[config.mk]
export PLATFORM = sky130hd
export DESIGN_NAME = pic_cfg_front
export DESIGN_NICKNAME = d
export VERILOG_FILES = /design/src/rtl/pic_cfg_pkg.sv /design/src/rtl/pic_cfg_seq.sv /design/src/rtl/pic_cfg_init_regs.sv /design/src/rtl/pic_cfg_ops.sv /design/src/rtl/pic_cfg_front.sv
export SDC_FILE = /design/constraint.sdc
export NUM_CORES = 1
export LEC_CHECK = 0
export BUFFER_PORTS_ARGS = -buffer_cell sky130_fd_sc_hd__buf_2
export CORE_MARGIN = 2
export CORE_UTILIZATION = 49
export CTS_CLUSTER_DIAMETER = 60
export CTS_CLUSTER_SIZE = 14
export DETAILED_ROUTE_END_ITERATION = 12
export PLACE_DENSITY = 0.76
export SYNTH_ARGS = -nofsm -noshare
export SYNTH_HDL_FRONTEND = slang
export SYNTH_SLANG_ARGS = --single-unit
[constraint.sdc]
create_clock -name clk -period 1.6 [get_ports clk]
set_input_delay 0.16 -clock clk [delete_from_list [all_inputs] [get_ports clk]]
set_output_delay 0.16 -clock clk [all_outputs]
set_load 0.005 [all_outputs]
[src/rtl/pic_cfg_pkg.sv]
// Package: shared widths, field positions and sequencer state type for the
// interrupt controller host front end. Assumes an 8-line controller.
package pic_cfg_pkg;
    localparam int LINES   = 8;
    localparam int DW      = LINES;          // host bus width equals line count
    localparam int LVL_W   = $clog2(LINES);  // width of a line number
    localparam int VB_W    = DW - LVL_W;     // interrupt type bits above the line number
    localparam int CODE_W  = 3;              // command type field width

    // bit positions inside written bytes
    localparam int B_FIRST = 4;              // marks a first initialization byte
    localparam int B_LVL   = 3;
    localparam int B_INTV  = 2;
    localparam int B_SNGL  = 1;
    localparam int B_NEED4 = 0;

    localparam logic [LVL_W-1:0] LOWEST_DEFAULT = LVL_W'(LINES - 1);
    localparam logic [DW-1:0]    CASC_DEFAULT   = DW'(LINES - 1);

    typedef enum logic [2:0] {
        S_UNINIT = 3'd0,
        S_WAIT2  = 3'd1,
        S_WAIT3  = 3'd2,
        S_WAIT4  = 3'd3,
        S_READY  = 3'd4
    } seq_state_t;
endpackage

[src/rtl/pic_cfg_seq.sv]
// Module: initialization sequencer. It classifies each host write, and it walks
// the mandatory byte series, skipping the third and fourth steps as the
// stored first-byte flags direct. Assumes single_mode and need4 are the
// registered copies captured on the first byte.
module pic_cfg_seq
    import pic_cfg_pkg::*;
(
    input  logic       clk,
    input  logic       rst_n,
    input  logic       wr_en,
    input  logic       addr,
    input  logic [1:0] dsel,        // write byte bits 4:3
    input  logic       single_mode,
    input  logic       need4,
    output seq_state_t state,
    output logic       w1_hit,
    output logic       w2_hit,
    output logic       w3_hit,
    output logic       w4_hit,
    output logic       mask_hit,
    output logic       rot_hit,
    output logic       sel_hit
);
    seq_state_t state_nx;

    // purpose: decode which register a write addresses in the current state
    always_comb begin
        w1_hit   = wr_en && !addr && dsel[1];
        w2_hit   = wr_en && addr && (state == S_WAIT2);
        w3_hit   = wr_en && addr && (state == S_WAIT3);
        w4_hit   = wr_en && addr && (state == S_WAIT4);
        mask_hit = wr_en && addr && (state == S_READY);
        rot_hit  = wr_en && !addr && (state == S_READY) && (dsel == 2'b00);
        sel_hit  = wr_en && !addr && (state == S_READY) && (dsel == 2'b01);
    end

    // purpose: next state, with optional steps skipped by the stored flags
    always_comb begin
        state_nx = state;
        if (w1_hit)
            state_nx = S_WAIT2;
        else if (w2_hit)
            state_nx = !single_mode ? S_WAIT3 : (need4 ? S_WAIT4 : S_READY);
        else if (w3_hit)
            state_nx = need4 ? S_WAIT4 : S_READY;
        else if (w4_hit)
            state_nx = S_READY;
    end

    // purpose: state register with synchronous reset
    always_ff @(posedge clk) begin
        if (!rst_n) state <= S_UNINIT;
        else        state <= state_nx;
    end

    assert_restart_R1: assert property (@(posedge clk) disable iff (!rst_n)
        (wr_en && !addr && dsel[1]) |=> (state == S_WAIT2));

    assert_skip_third_R5: assert property (@(posedge clk) disable iff (!rst_n)
        (state == S_WAIT2 && wr_en && addr && single_mode) |=> (state != S_WAIT3));

    assert_no_fourth_R6: assert property (@(posedge clk) disable iff (!rst_n)
        (state == S_WAIT2 && wr_en && addr && single_mode && !need4) |=> (state == S_READY));
endmodule

[src/rtl/pic_cfg_init_regs.sv]
// Module: initialization registers. It captures the first through fourth bytes
// and clears the fourth-byte fields whenever a new series starts. Assumes the
// hit strobes are mutually exclusive, as the sequencer guarantees.
module pic_cfg_init_regs
    import pic_cfg_pkg::*;
(
    input  logic            clk,
    input  logic            rst_n,
    input  logic            w1_hit,
    input  logic            w2_hit,
    input  logic            w3_hit,
    input  logic            w4_hit,
    input  logic [DW-1:0]   wdata,
    output logic            level_mode,
    output logic            intv4,
    output logic            single_mode,
    output logic            need4,
    output logic [VB_W-1:0] vec_base,
    output logic [DW-1:0]   casc_cfg,
    output logic            nest_special,
    output logic            buffered,
    output logic            master_sel,
    output logic            auto_eoi,
    output logic            cpu_mode
);
    // purpose: first-byte flags
    always_ff @(posedge clk) begin
        if (!rst_n) begin
            level_mode  <= 1'b0;
            intv4       <= 1'b0;
            single_mode <= 1'b0;
            need4       <= 1'b0;
        end else if (w1_hit) begin
            level_mode  <= wdata[B_LVL];
            intv4       <= wdata[B_INTV];
            single_mode <= wdata[B_SNGL];
            need4       <= wdata[B_NEED4];
        end
    end

    // purpose: interrupt type base from the second byte
    always_ff @(posedge clk) begin
        if (!rst_n)      vec_base <= '0;
        else if (w2_hit) vec_base <= wdata[DW-1:LVL_W];
    end

    // purpose: cascade byte, defaulted by a first byte, loaded by a third
    always_ff @(posedge clk) begin
        if (!rst_n)      casc_cfg <= '0;
        else if (w1_hit) casc_cfg <= CASC_DEFAULT;
        else if (w3_hit) casc_cfg <= wdata;
    end

    // purpose: fourth-byte modes, cleared at every series start
    always_ff @(posedge clk) begin
        if (!rst_n || w1_hit) begin
            nest_special <= 1'b0;
            buffered     <= 1'b0;
            master_sel   <= 1'b0;
            auto_eoi     <= 1'b0;
            cpu_mode     <= 1'b0;
        end else if (w4_hit) begin
            nest_special <= wdata[4];
            buffered     <= wdata[3];
            master_sel   <= wdata[2];
            auto_eoi     <= wdata[1];
            cpu_mode     <= wdata[0];
        end
    end

    assert_first_fields_R2: assert property (@(posedge clk) disable iff (!rst_n)
        w1_hit |=> (level_mode == $past(wdata[B_LVL]) && single_mode == $past(wdata[B_SNGL])
                    && need4 == $past(wdata[B_NEED4])));

    assert_fourth_clear_R6: assert property (@(posedge clk) disable iff (!rst_n)
        !need4 |-> !(nest_special || buffered || master_sel || auto_eoi || cpu_mode));
endmodule

[src/rtl/pic_cfg_ops.sv]
// Module: operating registers and readback. It holds the mask, the lowest-priority
// line, special mask and read selection, emits the end-of-interrupt/rotation
// strobe, and muxes host reads. Assumes hit strobes from the sequencer.
module pic_cfg_ops
    import pic_cfg_pkg::*;
(
    input  logic              clk,
    input  logic              rst_n,
    input  logic              w1_hit,
    input  logic              mask_hit,
    input  logic              rot_hit,
    input  logic              sel_hit,
    input  logic              addr,
    input  logic [DW-1:0]     wdata,
    input  logic [DW-1:0]     req_vec,
    input  logic [DW-1:0]     srv_vec,
    output logic [DW-1:0]     rdata,
    output logic [DW-1:0]     mask_bits,
    output logic [LVL_W-1:0]  lowest_prio,
    output logic              special_mask,
    output logic              rd_isr_sel,
    output logic              cmd_strobe,
    output logic [CODE_W-1:0] cmd_code,
    output logic [LVL_W-1:0]  cmd_level
);
    logic specific_rot;
    assign specific_rot = rot_hit && (wdata[7:6] == 2'b11);

    // purpose: mask register, cleared by a first byte, loaded after init
    always_ff @(posedge clk) begin
        if (!rst_n || w1_hit) mask_bits <= '0;
        else if (mask_hit)    mask_bits <= wdata;
    end

    // purpose: lowest-priority line, defaulted to the last line
    always_ff @(posedge clk) begin
        if (!rst_n || w1_hit)  lowest_prio <= LOWEST_DEFAULT;
        else if (specific_rot) lowest_prio <= wdata[LVL_W-1:0];
    end

    // purpose: special mask and read selection from the selection command
    always_ff @(posedge clk) begin
        if (!rst_n || w1_hit) begin
            special_mask <= 1'b0;
            rd_isr_sel   <= 1'b0;
        end else if (sel_hit) begin
            if (wdata[6]) special_mask <= wdata[5];
            if (wdata[1]) rd_isr_sel   <= wdata[0];
        end
    end

    // purpose: one-cycle command strobe with held code and level
    always_ff @(posedge clk) begin
        if (!rst_n) begin
            cmd_strobe <= 1'b0;
            cmd_code   <= '0;
            cmd_level  <= '0;
        end else begin
            cmd_strobe <= rot_hit;
            if (rot_hit) begin
                cmd_code  <= wdata[DW-1:DW-CODE_W];
                cmd_level <= wdata[LVL_W-1:0];
            end
        end
    end

    // purpose: host readback mux
    always_comb begin
        if (addr)            rdata = mask_bits;
        else if (rd_isr_sel) rdata = srv_vec;
        else                 rdata = req_vec;
    end

    assert_defaults_R3: assert property (@(posedge clk) disable iff (!rst_n)
        w1_hit |=> (mask_bits == '0 && lowest_prio == LOWEST_DEFAULT && !special_mask && !rd_isr_sel));

    assert_mask_hold_R7: assert property (@(posedge clk) disable iff (!rst_n)
        (!mask_hit && !w1_hit) |=> $stable(mask_bits));

    assert_rotate_level_R8: assert property (@(posedge clk) disable iff (!rst_n)
        (rot_hit && wdata[7:6] == 2'b11) |=> (lowest_prio == $past(wdata[LVL_W-1:0]) && cmd_strobe));

    assert_strobe_single_R8: assert property (@(posedge clk) disable iff (!rst_n)
        (cmd_strobe && !rot_hit) |=> !cmd_strobe);
endmodule

[src/rtl/pic_cfg_front.sv]
// Module: top of the host front end. It ties the sequencer, the initialization
// registers and the operating registers together. Assumes a single host bus
// with one address bit and combinational reads.
module pic_cfg_front
    import pic_cfg_pkg::*;
(
    input  logic              clk,
    input  logic              rst_n,
    input  logic              wr_en,
    input  logic              addr,
    input  logic [DW-1:0]     wdata,
    input  logic [DW-1:0]     req_vec,
    input  logic [DW-1:0]     srv_vec,
    output logic [DW-1:0]     rdata,
    output logic              init_done,
    output logic              level_mode,
    output logic              intv4,
    output logic              single_mode,
    output logic [VB_W-1:0]   vec_base,
    output logic [DW-1:0]     casc_cfg,
    output logic              nest_special,
    output logic              buffered,
    output logic              master_sel,
    output logic              auto_eoi,
    output logic              cpu_mode,
    output logic [DW-1:0]     mask_bits,
    output logic [LVL_W-1:0]  lowest_prio,
    output logic              special_mask,
    output logic              rd_isr_sel,
    output logic              cmd_strobe,
    output logic [CODE_W-1:0] cmd_code,
    output logic [LVL_W-1:0]  cmd_level
);
    seq_state_t state;
    logic w1_hit, w2_hit, w3_hit, w4_hit, mask_hit, rot_hit, sel_hit;
    logic need4;

    pic_cfg_seq u_seq (
        .clk(clk), .rst_n(rst_n), .wr_en(wr_en), .addr(addr),
        .dsel(wdata[B_FIRST:B_FIRST-1]), .single_mode(single_mode), .need4(need4),
        .state(state), .w1_hit(w1_hit), .w2_hit(w2_hit), .w3_hit(w3_hit),
        .w4_hit(w4_hit), .mask_hit(mask_hit), .rot_hit(rot_hit), .sel_hit(sel_hit)
    );

    pic_cfg_init_regs u_init (
        .clk(clk), .rst_n(rst_n), .w1_hit(w1_hit), .w2_hit(w2_hit),
        .w3_hit(w3_hit), .w4_hit(w4_hit), .wdata(wdata),
        .level_mode(level_mode), .intv4(intv4), .single_mode(single_mode),
        .need4(need4), .vec_base(vec_base), .casc_cfg(casc_cfg),
        .nest_special(nest_special), .buffered(buffered), .master_sel(master_sel),
        .auto_eoi(auto_eoi), .cpu_mode(cpu_mode)
    );

    pic_cfg_ops u_ops (
        .clk(clk), .rst_n(rst_n), .w1_hit(w1_hit), .mask_hit(mask_hit),
        .rot_hit(rot_hit), .sel_hit(sel_hit), .addr(addr), .wdata(wdata),
        .req_vec(req_vec), .srv_vec(srv_vec), .rdata(rdata),
        .mask_bits(mask_bits), .lowest_prio(lowest_prio), .special_mask(special_mask),
        .rd_isr_sel(rd_isr_sel), .cmd_strobe(cmd_strobe), .cmd_code(cmd_code),
        .cmd_level(cmd_level)
    );

    assign init_done = (state == S_READY);

    assert_no_cmd_before_init_R11: assert property (@(posedge clk) disable iff (!rst_n)
        (!init_done && !(wr_en && !addr && wdata[B_FIRST])) |=> !cmd_strobe);
endmodule

==> metrics.md <==
| Metric | Value |
|---|---|
| Synth-to-layout area growth | `23.2%` |
| RSZ-0062 raised after global routing | `false` |
| Slew @ Worst Pin | `just under 0.5 ns` |
| DRC Markers | `0` |
| Status | `finished, final reports clean` |
| CTS Sinks | `45` |
| Register bit count reported by yosys | `45` |
| Cells after Synth | `257` |
| TritonCTS clock tree | `done` |
| Worst Skew | `0.0101 ns` |
| Register Area | `902 um^2` |
| Multi-input logic area | `between 1000 and 1500 um^2` |
| Total GRT Usage | `23.0%` |
| Wire per inst | `14.5 um` |
| Largest buffer count on any clock path | `2` |
| Syn Std Cell Area | `around 2100 um^2` |
| Max H-tree Level | `2` |
| TNS Setup | `0 ns` |
| Sequential Power Share | `56.1%` |
| Gpl congestion | `~0.86` |
| 1st-iter DRT viols | `91` |
| Root buf cell | `clkbuf_8` |
| Setup crit start kind | `register` |
| Synth warn | `0` |
| Nets | `356` |
| Top-area cell type share of the netlist area | `roughly 42%` |
| Post-layout min period | `1.52 ns` |
| Crit path cell chain | `or3b_4 > clkinv_1 > buf_2` |
| WS Path Type | `register to primary output` |
| Initial Util | `52.1%` |
| Arrival time worst endpoint | `approximately 1.4 ns` |
| HPWL after detailed placement | `around 3900 um` |
| Vias in the first global route | `2,084` |
| Combinational Power Share | `11.2%` |
| Peak VDD IR | `0.619 mV` |
| Fraction of layout cells with a size suffix above 1 | `31.3%` |
| Average size of a mapped cell | `8.28 um^2` |
| Max stage delay on crit path | `0.44 ns` |
| Fmax | `0.660 GHz` |
| Worst hold path class | `primary input to register` |
| Slowest cell on the critical path | `or3b_4` |
| Initial antenna violation count | `0` |
| Unique masters post-synth | `36` |
| Die Height | `roughly 70 um` |
| Max-cap check violation count | `0` |
| Pwr dens | `just under 800 nW/um^2` |
| Port Buffers | `77` |
| Commonest cells in the synthesized netlist | `dfxtp_1 (45), o21ai_0 (37), a21oi_1 (34)` |
| Int Power | `1.53 mW` |
| ANT cells | `0` |
| Seq/Total Area, Yosys | `42.3%` |
| Pleak | `about 1.1 nW` |
| Pin count of the biggest net entering global routing | `23` |
| Asr flop ratio synth | `0%` |
| Detailed Routing Iterations Pass 1 | `4` |
| Switching pwr | `slightly below 0.5 mW` |
| Final worst path period share | `94.7%` |
| Via count | `2,132` |
| Max-slew headroom | `67.2%` |
| Clock Latency Late Sink | `0.29 ns` |
| Routed WL | `5510 um` |
| Clock share of power | `32.7%` |
| Num ports | `78` |
| Die X | `69.9 um` |
| Req. time, crit path | `around 1.4 ns` |
| Syn Nets | `285` |
| Post-CTS repair timing setup buffer count | `0` |
| Crit-path max FO | `9` |
| Sw frac | `24.5%` |
| Count leader, synth | `dfxtp_1` |
| Max Transition Viols Final | `0` |
| ANT nets after route | `0` |
| Row Count | `23` |
| Element type at the critical path end | `primary output` |
| # hold bufs at CTS | `0` |
| Global-route wire length before repair | `9230 um` |
| Cts bufs inserted | `5` |
| Setup violations, final | `0` |
| Final core occ | `64.1%` |
| Die area | `4890 um^2` |
| Placeable core area | `4090 um^2` |
| Yosys top cell by area | `dfxtp_1` |
| Post-synth EDFFs | `0` |
| GR Overflow Total | `0` |
| Final hold vios | `0` |
| Area contributors post-synth | `dfxtp_1 (42%), o21ai_0 (8.7%), a21oi_1 (8.0%), nand3_1 (7.3%), mux2i_1 (7.1%)` |
| # fillers | `368` |
| Avg Vias per Cell | `5.63` |
| Worst-path clk slew | `approximately 0.08 ns` |
| Primary FF master, synth | `dfxtp_1` |
## power groups by stage
stage | sequential [mW] | combinational (mW) | clock (mW)
3_5_place_dp | 1.16 | 0.223 | 0
4_1_cts | 1.14 | 0.225 | 0.675
3_3_place_gp | 1.16 | 0.221 | 0
2_1_floorplan | 1.17 | 0.124 | 0
5_1_grt | 1.14 | 0.248 | 0.737
6_report | 1.14 | 0.226 | 0.664
## flip-flops by register name (all words and copies together) (netlist names)
name                 cells
u_ops.special_mask       1
u_init.nest_special      1
u_init.cpu_mode          1
u_ops.cmd_level          3
u_init.buffered          1
u_init.single_mode       1
u_ops.rd_isr_sel         1
u_init.vec_base          5
u_ops.cmd_strobe         1
u_init.need4             1
u_init.casc_cfg          8
u_init.intv4             1
u_init.auto_eoi          1
u_seq.state              3
u_ops.lowest_prio        3
u_ops.cmd_code           3
u_init.level_mode        1
u_init.master_sel        1
u_ops.mask_bits          8
## metal layers
metal	up-vias	GRT usage [%]	share of wire [%]
met5	-	0	0
met4	0	8.12	1.9
met3	11	4.91	6.5
met2	75	39.8	48
met1	976	28.2	44
li1	1070	-	-
## placed cells by master (no fill, tap or decap), drive strengths merged, types with 3 or more instances in the layout
master	synthesis	final
buf	12	89
dfxtp	45	45
o21ai	37	37
a21oi	34	34
nand3	31	31
mux2i	15	15
nor3	14	14
nand2	13	13
clkbuf	13	8
nand2b	5	5
nor2	5	5
a211oi	3	3
nand3b	3	3
nor4bb	3	3
## metrics by stage
| step | instance area, um^2 | std cells | hold slack (ns) | power [mW] | worst slack (ns) |
|---|---|---|---|---|---|
| after floorplan | 2130 | 257 | 0.307 | 1.29 | 0.139 |
| after global placement | 2540 | 371 | 0.449 | 1.38 | 0.144 |
| after detailed placement | 2540 | 371 | 0.457 | 1.39 | 0.117 |
| after CTS | 2620 | 379 | 0.151 | 2.04 | 0.0358 |
| after global routing | 2620 | 379 | 0.171 | 2.13 | 0.0256 |
| final | 2620 | 379 | 0.152 | 2.03 | 0.0845 |
## timing repair
item,4_1_cts,5_1_grt
cloned,0,0
setup endpoints to repair,1,8
gates resized for setup,1,1
pin swaps,0,0
## worst max-delay path, delay by kind of cell, from the launching register on
kind	cells	cell delay, ns
buffers and inverters	2	0.31
DFF	1	0.33
and+or+nand+nor	1	0.44
## path summary, 6_finish.rpt
kind                                                    from                           end  slack (ns)  cells past startpoint
worst min register to register  u_init.buffered$_SDFFE_PP0P_  u_init.buffered$_SDFFE_PP0P_        0.48                      2
worst min-delay path                                   rst_n   u_seq.state[0]$_SDFFE_PN0P_        0.15                      3
worst max register to register   u_seq.state[2]$_SDFFE_PP0P_   u_seq.state[1]$_SDFFE_PP0P_        0.23                      4
worst max-delay path             u_seq.state[2]$_SDFFE_PP0P_                     init_done        0.08                      3
## cells by family (layout without fill, tap and decap cells)
kind of cell           count (synthesis)  count (layout)  synth area share, %
and+or+nand+nor                       86              86                 23.0
DFF                                   45              45                 42.3
muxes                                 15              15                 7.05
AOI/OAI and AO/OA                     82              82                 20.8
buffers and inverters                 29             101                 6.76
## area by class of cell
class                   count  area share (%)
clock buffers               8            3.05
inverters                   4           0.573
multi-input cells         183            41.4
flip-flops and latches     45            34.4
well taps                  50            2.39
repair buffers             89            18.1
Note: power is estimated with default switching activity, not from simulation.
